<file path="src/rtl/ramp_pkg.sv">
package ramp_pkg;
  typedef enum logic {
    ST_RUN  = 1'b0,
    ST_HOLD = 1'b1
  } seq_state_t;

  typedef enum logic {
    MODE_FREE = 1'b0,
    MODE_TRIG = 1'b1
  } seq_mode_t;
endpackage

</file>
<file path="src/rtl/ramp_trig_sync.sv">
module ramp_trig_sync #(
  parameter int SYNC_STAGES = 2
) (
  input  logic clk,
  input  logic rst_n,
  input  logic trig_async,
  output logic trig_rise
);
  logic [SYNC_STAGES-1:0] sync_q;
  logic [SYNC_STAGES-1:0] sync_d;
  logic                   last_q;

  always_comb begin
    sync_d = {sync_q[SYNC_STAGES-2:0], trig_async};
  end

  always_ff @(posedge clk or negedge rst_n) begin
    if (!rst_n) begin
      sync_q <= '0;
      last_q <= 1'b0;
    end else begin
      sync_q <= sync_d;
      last_q <= sync_q[SYNC_STAGES-1];
    end
  end

  assign trig_rise = sync_q[SYNC_STAGES-1] & ~last_q;

  AST_EDGE_SINGLE: assert property (@(posedge clk) disable iff (!rst_n)
    trig_rise |=> !trig_rise);
endmodule

</file>
<file path="src/rtl/ramp_counter.sv">
module ramp_counter
  import ramp_pkg::*;
#(
  parameter int CNT_W    = 12,
  parameter int RAMP_LEN = 4000
) (
  input  logic             clk,
  input  logic             rst_n,
  input  logic             mode_in,
  input  logic             trig_rise,
  output logic [CNT_W-1:0] cnt_o,
  output seq_state_t       state_o
);
  localparam logic [CNT_W-1:0] LAST_RAMP = CNT_W'(RAMP_LEN - 1);
  localparam logic [CNT_W-1:0] BLANK_1ST = CNT_W'(RAMP_LEN);
  localparam logic [CNT_W-1:0] CNT_TOP   = {CNT_W{1'b1}};

  seq_state_t       state_q, state_d;
  seq_mode_t        mode_q, mode_d;
  logic [CNT_W-1:0] cnt_q, cnt_d;
  logic             cnt_en;

  assign cnt_en = (state_q == ST_RUN);

  always_comb begin
    state_d = state_q;
    mode_d  = mode_q;
    cnt_d   = cnt_q;
    case (state_q)
      ST_RUN: begin
        if (cnt_en) cnt_d = cnt_q + CNT_W'(1);
        if (cnt_q == LAST_RAMP) mode_d = seq_mode_t'(mode_in);
        if (cnt_q == BLANK_1ST && mode_q == MODE_TRIG) begin
          state_d = ST_HOLD;
          cnt_d   = '0;
        end
      end
      ST_HOLD: begin
        mode_d = seq_mode_t'(mode_in);
        cnt_d  = '0;
        if (trig_rise || !mode_in) state_d = ST_RUN;
      end
      default: state_d = ST_RUN;
    endcase
  end

  always_ff @(posedge clk or negedge rst_n) begin
    if (!rst_n) begin
      state_q <= ST_RUN;
      mode_q  <= MODE_FREE;
      cnt_q   <= '0;
    end else begin
      state_q <= state_d;
      mode_q  <= mode_d;
      cnt_q   <= cnt_d;
    end
  end

  assign cnt_o   = cnt_q;
  assign state_o = state_q;

  AST_COUNT_STEP: assert property (@(posedge clk) disable iff (!rst_n)
    (state_q == ST_RUN && cnt_q != '0) |-> cnt_q == $past(cnt_q) + CNT_W'(1));
  AST_FREE_WRAP: assert property (@(posedge clk) disable iff (!rst_n)
    (state_q == ST_RUN && cnt_q == CNT_TOP) |=> (state_q == ST_RUN && cnt_q == '0));
  AST_HOLD_ENTRY: assert property (@(posedge clk) disable iff (!rst_n)
    (state_q == ST_RUN && cnt_q == BLANK_1ST && mode_q == MODE_TRIG)
      |=> (state_q == ST_HOLD && cnt_q == '0));
  AST_TRIG_IGNORED: assert property (@(posedge clk) disable iff (!rst_n)
    (state_q == ST_RUN && trig_rise && cnt_q != BLANK_1ST) |=> state_q == ST_RUN);
  AST_MODE_STABLE: assert property (@(posedge clk) disable iff (!rst_n)
    (state_q == ST_RUN && cnt_q != LAST_RAMP) |=> $stable(mode_q));
endmodule

</file>
<file path="src/rtl/ramp_decode.sv">
module ramp_decode
  import ramp_pkg::*;
#(
  parameter int CNT_W    = 12,
  parameter int RAMP_LEN = 4000
) (
  input  logic             clk,
  input  logic             rst_n,
  input  logic [CNT_W-1:0] cnt_i,
  input  seq_state_t       state_i,
  output logic [CNT_W-1:0] code_o,
  output logic             blank_o,
  output logic             active_o,
  output logic             wait_o
);
  localparam logic [CNT_W-1:0] BLANK_1ST = CNT_W'(RAMP_LEN);

  logic running;
  logic in_ramp;

  always_comb begin
    running  = (state_i == ST_RUN);
    in_ramp  = (cnt_i < BLANK_1ST);
    active_o = running & in_ramp;
    blank_o  = running & ~in_ramp;
    wait_o   = ~running;
    code_o   = active_o ? cnt_i : '0;
  end

  AST_BLANK_ZERO: assert property (@(posedge clk) disable iff (!rst_n)
    blank_o |-> (code_o == '0 && !active_o));
  AST_HOLD_QUIET: assert property (@(posedge clk) disable iff (!rst_n)
    wait_o |-> (code_o == '0 && !blank_o && !active_o));
endmodule

</file>
<file path="src/rtl/ramp_sequencer.sv">
module ramp_sequencer
  import ramp_pkg::*;
#(
  parameter int CNT_W       = 12,
  parameter int RAMP_LEN    = 4000,
  parameter int SYNC_STAGES = 2
) (
  input  logic             clk,
  input  logic             rst_n,
  input  logic             trig_mode,
  input  logic             ext_trig,
  output logic [CNT_W-1:0] dac_code,
  output logic             blank,
  output logic             ramp_active,
  output logic             waiting
);
  logic [1:0]       rst_sync_q;
  logic             rst_int_n;
  logic             trig_rise;
  logic [CNT_W-1:0] cnt;
  seq_state_t       state;

  always_ff @(posedge clk or negedge rst_n) begin
    if (!rst_n) rst_sync_q <= 2'b00;
    else        rst_sync_q <= {rst_sync_q[0], 1'b1};
  end
  assign rst_int_n = rst_sync_q[1];

  ramp_trig_sync #(.SYNC_STAGES(SYNC_STAGES)) u_sync (
    .clk        (clk),
    .rst_n      (rst_int_n),
    .trig_async (ext_trig),
    .trig_rise  (trig_rise)
  );

  ramp_counter #(.CNT_W(CNT_W), .RAMP_LEN(RAMP_LEN)) u_cnt (
    .clk       (clk),
    .rst_n     (rst_int_n),
    .mode_in   (trig_mode),
    .trig_rise (trig_rise),
    .cnt_o     (cnt),
    .state_o   (state)
  );

  ramp_decode #(.CNT_W(CNT_W), .RAMP_LEN(RAMP_LEN)) u_dec (
    .clk      (clk),
    .rst_n    (rst_int_n),
    .cnt_i    (cnt),
    .state_i  (state),
    .code_o   (dac_code),
    .blank_o  (blank),
    .active_o (ramp_active),
    .wait_o   (waiting)
  );
endmodule

</file>
<file path="config.mk">
export PLATFORM = sky130hd
export DESIGN_NAME = ramp_sequencer
export DESIGN_NICKNAME = d
export VERILOG_FILES = /design/src/rtl/ramp_pkg.sv /design/src/rtl/ramp_trig_sync.sv /design/src/rtl/ramp_counter.sv /design/src/rtl/ramp_decode.sv /design/src/rtl/ramp_sequencer.sv
export SDC_FILE = /design/constraint.sdc
export NUM_CORES = 1
export LEC_CHECK = 0
export BUFFER_PORTS_ARGS = -buffer_cell sky130_fd_sc_hd__buf_2
export CORE_MARGIN = 2
export CORE_UTILIZATION = 54
export DETAILED_ROUTE_END_ITERATION = 6
export HOLD_SLACK_MARGIN = 0.02
export PLACE_DENSITY = 0.8
export SLEW_MARGIN = 25
export SYNTH_ARGS = -nofsm -noshare
export SYNTH_HDL_FRONTEND = slang
export SYNTH_HIERARCHICAL = 1
export SYNTH_SLANG_ARGS = --single-unit
</file>
<file path="constraint.sdc">
create_clock -name clk -period 1.6 [get_ports clk]
set_clock_uncertainty 0.2 [all_clocks]
set_input_delay 0.16 -clock clk [delete_from_list [all_inputs] [get_ports clk]]
set_output_delay 0.16 -clock clk [all_outputs]
set_load 0.01 [all_outputs]
</file>
* After elaboration in Yosys (flattened, before gate mapping)
Cells that the tools add are included.
** Word-level totals
- Output and inout port bits :: 15
- Register bits after elaboration :: 19
- Bits of input ports :: 4
- Word-level logic and storage cells :: 28
** Operators by class
- Mux-type cells :: 8
- Bitwise logic cells :: 6
- Add/sub/neg operators :: 1
- Eq/ne operators :: 3
- Magnitude comparators :: 1
- Reductions and logical operators :: 3
** Operators by type and width (number)
- $eq 12x12->1 const B :: 2
- $mux 12 :: 2
- $pmux 12 s2 :: 1
- $add 12x1->12 const B :: 1
- $lt 12x12->1 const B :: 1
- $pmux 1 s2 :: 2
- $and 1x1->1 :: 3
- $mux 1 :: 3
- $not 1->1 :: 3
- $ne 2x2->1 const B :: 1
- $logic_and 1x1->1 :: 1
- $logic_not 1->1 :: 1
- $logic_or 1x1->1 :: 1

* Longest topological paths before layout
Gate-level depths: netlist of run 1.
- Depth in word-level cells :: 5
- Mapped depth :: 6
- Mapped depth without buffers :: 5

* Modules after synthesis
Netlist of run 1, hierarchy kept.
** Modules (own cells, without submodules)
- ramp_counter :: area an instance 711.9 um2, times used 1, sequential area each 350.3 um2, cells an instance 69
- ramp_decode :: area an instance 240.2 um2, times used 1, sequential area each 0.0 um2, cells an instance 32
- ramp_trig_sync :: area an instance 88.8 um2, times used 1, sequential area each 75.1 um2, cells an instance 4
- ramp_sequencer :: area an instance 53.8 um2, times used 1, sequential area each 50.0 um2, cells an instance 3

* Worst setup path before layout of run 1
Ideal clock, no wire load.
- Path kind :: reg-to-reg
- Start point :: reg u_cnt.cnt_q[4] (netlist: u_cnt/cnt_o[4])
- End point :: reg u_cnt.cnt_q[9] (netlist: u_cnt/cnt_o[9])
- Period minus slack after synthesis :: 1.781 ns
- Library setup time :: 0.130 ns
- Slack :: -0.181 ns
- Required time :: 1.270 ns
- Cell stages (with the launch flop) :: 5
- Data arrival time :: 1.452 ns
- Path buffers :: 1
- Cells stage by stage :: dfrtp_1 or4b_4 o41ai_4 buf_6 a21oi_1
** Between the ends
- Cells in the longest elaborated chain, start to end :: 4
- Elaborated cells between the ends (all ways) :: 5
- Those cells by class :: add/sub: 1; eq/ne: 1; mux: 2; reduce/logical: 1
** Ends and longest elaborated chain
- start, declared :: line ramp_counter.sv:20 : logic [CNT_W-1:0] cnt_q, cnt_d;
- start signal, assigned :: line ramp_counter.sv:55 : cnt_q <= cnt_d;
- parallel branches: the longest is 2 deep, another holds $add 12x1->12
- $mux 12 * :: line ramp_counter.sv:33 : if (cnt_q == BLANK_1ST && mode_q == MODE_TRIG) begin
- $pmux 12 s2 * :: line ramp_counter.sv:29 : case (state_q)
- net u_cnt.cnt_d[9] :: line ramp_counter.sv:20
Mark *: on every way through the listed nets, which the timed path passes.
A chain may end at the register's enable or synchronous reset.

* Worst setup path in the final report of run 1
- Start point :: reg u_cnt.cnt_q[9] (netlist: u_cnt/cnt_o[9])
- End point :: reg u_cnt.state_q (netlist: u_cnt/state_o)
** Between the ends
- Cells in the longest elaborated chain, start to end :: 4
** Ends and longest elaborated chain
- $eq 12x12->1 :: line ramp_counter.sv:33
- $logic_and 1x1->1 :: line ramp_counter.sv:33
- $mux 1 :: line ramp_counter.sv:33
- $pmux 1 s2 :: line ramp_counter.sv:29
- net u_cnt.state_d :: line ramp_counter.sv:18 : seq_state_t state_q, state_d;
- end signal, assigned :: line ramp_counter.sv:53 : state_q <= state_d;
- end, declared :: line ramp_counter.sv:18
The timed path passes the listed nets, and every way through them passes these cells.

==> flow_summary_export.csv, run 1 <==
group,metric,value,unit
pwr,p_leak,0.826,nW
critical_path,crit_arrival,2000,ps
yosys,yosysWarnings,6,
clock_network,root_buffer,"clkbuf_4",
yosys,synthCells,108,
floorplanning,dieArea,2400,um^2
critical_path,worst_setup_path_start_kind,"flip-flop",
timing,fin_ws,-363,ps
critical_path,crit_chain,"nand4_1 -> buf_4 -> o41ai_4 -> buf_4 -> a21boi_2",
global_routing,overflow,0,
route,num_vias,1206,
pwr,power_switching,0.000162,W
placed_design,place_hpwl,1760,um
clock_network,numCtsBuffers,3,
floorplanning,pin_count,19,
finish,drive_above_1_share,55.0,%
critical_path,cpPeakStageDelay,430,ps
timing,finalCriticalPeriod,1960,ps
critical_path,cp_max_fo,6,
critical_path,cp_slowest_cell,"dfrtp_1",
timing,finalCritPeriodShare,123,%
route,remaining_drc_errors,0,
route,postRouteAntennaNets,0,
global_routing,grtUsageTotal,31.9,%
floorplanning,start_util,56.4,%
timing,drv_slew,0,
pwr,p_seq_share,65.8,%
clock_network,cts_tree,"built",
min_path,hold_class,"flip-flop to async pin",
timing,fmax,0.509,GHz
route,avgViaCountPerCell,6.15,
clock_network,cts.reportedPaths.clkPinSlew,100,ps
finish,n_antenna_cell,0,
clock_network,cts_buffer_depth,2,
pwr,power.total,0.000759,W
finish,layout_commonest_cell,"buf_4",
route,wire_per_inst,21.2,um
global_routing,grt_pass1_vias,1129,
clock_network,htreeDepth,1,
critical_path,path_common_cell,"buf_4",
pwr,p_per_area,449,nW/um^2
timing,slew_headroom,53.5,%
critical_path,criticalPathCategory,"flip-flop to flip-flop",
critical_path,endpoint_kind,"flip-flop",
finish,final_cell_mix,"27 x buf_4, 19 x dfrtp_1, 18 x buf_2",
yosys,syn-num-nets,114,
timing,grt_setup_unrepaired,"true",
timing,setup_viol,28,
floorplanning,rows,16,
floorplanning,fp.dieW,49.0,um
floorplanning,core_area,1940,um^2
yosys,synth.distinct_cells,31,
yosys,ys_ff_latch,19,
route,drt-initial-drc-count,51,
floorplanning,chipHeight,49.0,um
pwr,intPower,0.000597,W
clock_network,clock_sinks,19,
pwr,ir_drop,0.576,mV
pwr,p_clk_share,31.8,%
run_status,failed_checks,"setup timing",
timing,finalSetupTns,-7710,ps
global_routing,grt_antenna_before_repair,0,
yosys,syn_avg_cell_area,10.1,um^2
global_routing,grt_max_degree,18,
finish,finalNetCount,176,
route,wl,4160,um
route,drt-pass1-iter-count,4,
run_status,outcome,"complete, but fails checks",
finish,area_growth,54.3,%
clock_network,clk-insertion-delay-late,300,ps
placed_design,numPortBuffers,18,
timing,worst_slew_pin_slew,697,ps
yosys,syn_area,1090,um^2
placed_design,gp_congestion,0.796,
pwr,p_sw_share,21.3,%
critical_path,worstPathRequired,1640,ps
global_routing,grt_first_pass_wirelength,5660,um
timing,hold_viol,0,
pwr,p_comb_share,2.4,%
job,max-cap-violations,0,
yosys,ys_seq_area_share,43.4,%
## per-layer routing
metal / wire, um / vias to the layer above / global-route usage, %
met5: 0 / - / 0
met4: 316 / 0 / 21.4
met3: 280 / 31 / 3.68
met2: 2020 / 95 / 50.9
met1: 1550 / 574 / 40.9
li1: - / 506 / -
## kinds of logic after synthesis
kind of cell / Yosys count / share of synthesized area [%]
other: 1 / 0.343
AND/OR/NAND/NOR: 39 / 22.3
AO/OA/AOI/OAI: 31 / 21.6
XOR/XNOR: 3 / 2.40
adder cells (fa/ha/maj): 2 / 2.29
multiplexers: 1 / 1.03
buffers and inverters: 12 / 6.63
flip-flops: 19 / 43.4
## registers in the layout, summed over array words and instances, names as in the netlist
register	cells
u_sync/sync_q	2
rst_sync_q	2
u_cnt/mode_q	1
u_cnt/cnt_o	12
u_sync/last_q	1
u_cnt/state_o	1
## worst paths after layout
path / cells past startpoint / endpoint / slack, ps / from
worst max register to register: 5 / u_cnt/state_o$_DFF_PN0_ / -360 / u_cnt/cnt_o[9]$_DFF_PN0_
worst max-delay path: 5 / u_cnt/state_o$_DFF_PN0_ / -360 / u_cnt/cnt_o[9]$_DFF_PN0_
max in group asynchronous: 3 / rst_sync_q[1]$_DFF_PN0_ / 600 / rst_n
worst min-delay path: 0 / u_cnt/cnt_o[6]$_DFF_PN0_ / 100 / rst_sync_q[1]$_DFF_PN0_
worst min register to register: 0 / u_cnt/cnt_o[6]$_DFF_PN0_ / 100 / rst_sync_q[1]$_DFF_PN0_
min in group clk: 0 / u_sync/sync_q[1]$_DFF_PN0_ / 160 / u_sync/sync_q[0]$_DFF_PN0_
## timing repair
item,CTS,global route
gates resized for setup,21,10
hold buffers,4,0
setup endpoints to repair,28,28
pin swaps,5,8
buffers inserted,12,4
hold endpoints to repair,5,0
## synthesized netlist by cell type
master	number	area share [%]
or4b_4	1	1.3
or3_2	1	0.69
o41ai_4	1	2.5
a21oi_1	8	3.7
o31ai_1	3	2.1
ha_1	2	2.3
xnor2_1	1	0.80
buf_2	1	0.46
nand2_1	4	1.4
and3b_1	1	0.80
dfrtp_1	19	43
a21boi_1	1	0.69
or4_1	3	2.1
buf_4	1	0.69
conb_1	1	0.34
or3_1	3	1.7
nand2b_1	12	6.9
nand3_1	4	1.8
mux2_2	1	1.0
and4_4	1	1.0
xor2_1	2	1.6
nor2_1	5	1.7
nor2b_4	1	1.3
a211oi_1	2	1.4
o41ai_1	1	0.80
buf_6	3	3.1
inv_1	7	2.4
o21ai_0	4	1.8
a21oi_2	10	8.0
o21a_1	1	0.69
nand4_1	3	1.7
## worst max-delay path: cells and delay by family, from the launching register on
family,cells,cell delay (ps)
and+or+nand+nor,1,250
buffers and inverters,2,450
AOI/OAI and AO/OA,2,570
DFF,1,430
## power groups by stage
stage | Clock, W | Combinational (W) | Sequential [W]
5_1_grt | 0.000285 | 0.0000195 | 0.000502
3_5_place_dp | 0 | 0.00000906 | 0.000509
4_1_cts | 0.000244 | 0.0000168 | 0.000499
3_3_place_gp | 0 | 0.00000891 | 0.000508
6_report | 0.000242 | 0.0000183 | 0.000499
2_1_floorplan | 0 | 0.00000442 | 0.000505
## stage by stage
step | area (um^2) | util [%] | setup slack (ps) | hold slack (ps) | instances
global placement | 1350 | 69.7 | -116 | -255 | 172
CTS | 1610 | 82.9 | -217 | 96.0 | 192
floorplan | 1090 | - | -181 | -336 | 108
detailed placement | 1350 | 69.7 | -157 | -254 | 172
finish | 1690 | 87.0 | -363 | 95.4 | 196
global route | 1690 | 87.0 | -404 | 173 | 196
## cell type report
cell class,instances,area (um^2)
Clock buffer,4,26.3
Fill cell,89,253
Inverter,7,26.3
Multi-Input combinational cell,77,636
Sequential cell,19,475
Tap cell,27,33.8
Timing Repair Buffer,62,492
Note: power is estimated with default switching activity, not from simulation.
==> run 2, diff against run 1 <==
--- a/config.mk
+++ b/config.mk
@@ -11,6 +11,7 @@
 export DETAILED_ROUTE_END_ITERATION = 6
 export HOLD_SLACK_MARGIN = 0.02
 export PLACE_DENSITY = 0.8
+export REMOVE_ABC_BUFFERS = 1
 export SLEW_MARGIN = 25
 export SYNTH_ARGS = -nofsm -noshare
 export SYNTH_HDL_FRONTEND = slang
==> run 2 against run 1 <==
  * The flow still finishes with violations (setup timing)
  * Critical path type is now flip-flop to primary output
  * Maximum frequency is 4.3% higher
  * Sequential share of layout area hardly changed
  * Combinational power down 9%
  * Largest power group unchanged
  * Highest routed layer unchanged
  * Total power decreased by 2.0%
==> flow_summary_export.csv, run 2 (synthesized netlist as in run 1, its figures left out) <==
group,metric,value,unit
critical_path,crit_end,"dac_code[1]",
finish,nFillCells,76,
global_routing,grt_antenna_before_repair,0,
floorplanning,pin_count,19,
global_routing,overflow,0,
min_path,hold_class,"flip-flop to async pin",
critical_path,cp_max_fo,6,
floorplanning,core_area,1940,um^2
placed_design,gp_congestion,0.788,
critical_path,crit_arrival,1520,ps
timing,finalSetupTns,-6040,ps
timing,finalCriticalPeriod,1880,ps
timing,finalCritPeriodShare,118,%
clock_network,root_buffer,"clkbuf_4",
clock_network,cts_buffer_depth,2,
critical_path,r2r_setup_slack,-260,ps
critical_path,cpPeakStageDelay,420,ps
critical_path,worst_r2r_path_depth,5,
global_routing,grt_first_pass_wirelength,4950,um
timing,fin_ws,-281,ps
timing,hold_viol,0,
critical_path,endpoint_kind,"primary output",
route,num_vias,1266,
clock_network,htreeDepth,1,
route,avgViaCountPerCell,6.36,
global_routing,grt_pass1_vias,1042,
timing,worst_slew_pin_slew,654,ps
floorplanning,dieArea,2400,um^2
timing,setup_viol,28,
pwr,ir_drop,0.451,mV
critical_path,path_buf_inv,3,
timing,drv_slew,0,
route,remaining_drc_errors,0,
finish,drive_above_1_share,54.1,%
critical_path,regToRegEndpoint,"u_cnt/state_o$_DFF_PN0_",
run_status,failed_checks,"setup timing",
floorplanning,chipHeight,49.0,um
clock_network,numCtsBuffers,3,
floorplanning,start_util,56.4,%
critical_path,crit_start,"u_cnt/cnt_o[6]$_DFF_PN0_",
placed_design,place_hpwl,1840,um
timing,fmax,0.532,GHz
critical_path,crit_cells,5,
route,drt-pass1-iter-count,4,
finish,finalNetCount,179,
critical_path,cp_slowest_cell,"dfrtp_1",
finish,final_cell_mix,"30 x buf_4, 19 x dfrtp_1, 17 x buf_2",
placed_design,numPortBuffers,18,
clock_network,clk-insertion-delay-late,280,ps
route,wl,3760,um
route,postRouteAntennaNets,0,
finish,largest_reg_flops,12,
critical_path,worst_setup_path_start_kind,"flip-flop",
global_routing,grtUsageTotal,27.3,%
critical_path,criticalPathCategory,"flip-flop to primary output",
critical_path,crit_family,"buffers and inverters",
route,wire_per_inst,18.9,um
clock_network,cts.reportedPaths.clkPinSlew,100,ps
critical_path,path_common_cell,"buf_6",
finish,multi_input_area,624,um^2
timing,grt_setup_unrepaired,"true",
route,drt-initial-drc-count,80,
finish,layout_commonest_cell,"buf_4",
finish,area_growth,54.5,%
critical_path,regToRegStartpoint,"u_cnt/cnt_o[5]$_DFF_PN0_",
clock_network,cts_tree,"built",
pwr,p_leak,0.835,nW
job,max-cap-violations,0,
finish,n_antenna_cell,0,
placed_design,placed_cells,174,
global_routing,grt_max_degree,18,
pwr,p_per_area,440,nW/um^2
timing,slew_headroom,56.4,%
finish,final_cells,199,
run_status,outcome,"complete, but fails checks",
finish,ff_latch_area,475,um^2
critical_path,crit_chain,"buf_6 -> o21a_4 -> buf_6 -> a21oi_2 -> buf_2",
floorplanning,fp.dieW,49.0,um
clock_network,clock_sinks,19,
floorplanning,rows,16,
critical_path,worstPathRequired,1240,ps
timing,hold_ws,76.2,ps
run 2: cell type report:
cell class	instances	area share (%)
clock buffers	4	1.55
inverters	7	1.55
multi-input cells	78	36.9
flip-flops and latches	19	28.1
repair buffers	64	29.9
well taps	27	2.00
run 2: per-layer routing:
metal  part of all wire (%)  GRT usage (%)  routed length, um
met1                     36           32.9               1370
met2                     48           52.1               1800
met3                    8.0           2.76                303
met4                    7.7           5.71                289
met5                      0              0                  0
run 2: worst min-delay path by stage:
stage | start | endpoint | slack, ps | cells past startpoint
6_report | rst_sync_q[1]$_DFF_PN0_ | u_cnt/cnt_o[11]$_DFF_PN0_ | 80 | 0
5_1_grt | rst_sync_q[1]$_DFF_PN0_ | u_cnt/cnt_o[2]$_DFF_PN0_ | 140 | 0
4_1_cts | rst_sync_q[1]$_DFF_PN0_ | u_cnt/cnt_o[11]$_DFF_PN0_ | 100 | 0
3_5_place_dp | rst_n | rst_sync_q[0]$_DFF_PN0_ | -250 | 1
3_3_place_gp | rst_n | rst_sync_q[0]$_DFF_PN0_ | -250 | 1
2_1_floorplan | rst_n | rst_sync_q[0]$_DFF_PN0_ | -340 | 0
run 2: per-stage QoR:
stage	instance area [um^2]	utilization (%)	setup WS (ps)	power, W
global placement	1370	70.4	-123	0.000516
floorplan	1050	-	-309	0.000510
CTS	1630	83.7	-202	0.000749
finish	1690	87.1	-281	0.000744
detailed placement	1370	70.4	-194	0.000517
global route	1690	87.1	-341	0.000776
run 2: power breakdown:
group | leakage, nW | internal [W] | switching, W
combinational | 0.591 | 0.0000125 | 0.00000422
sequential | 0.228 | 0.000487 | 0.0000107
clock | 0.0150 | 0.0000967 | 0.000133
run 2: timing repair:
action,4_1_cts,5_1_grt
hold buffers,4,0
endpoints found under the hold margin,5,0
setup endpoints to repair,28,28
buffers inserted,11,5
cloned,1,0
gates resized for setup,22,5
pin swaps,17,13
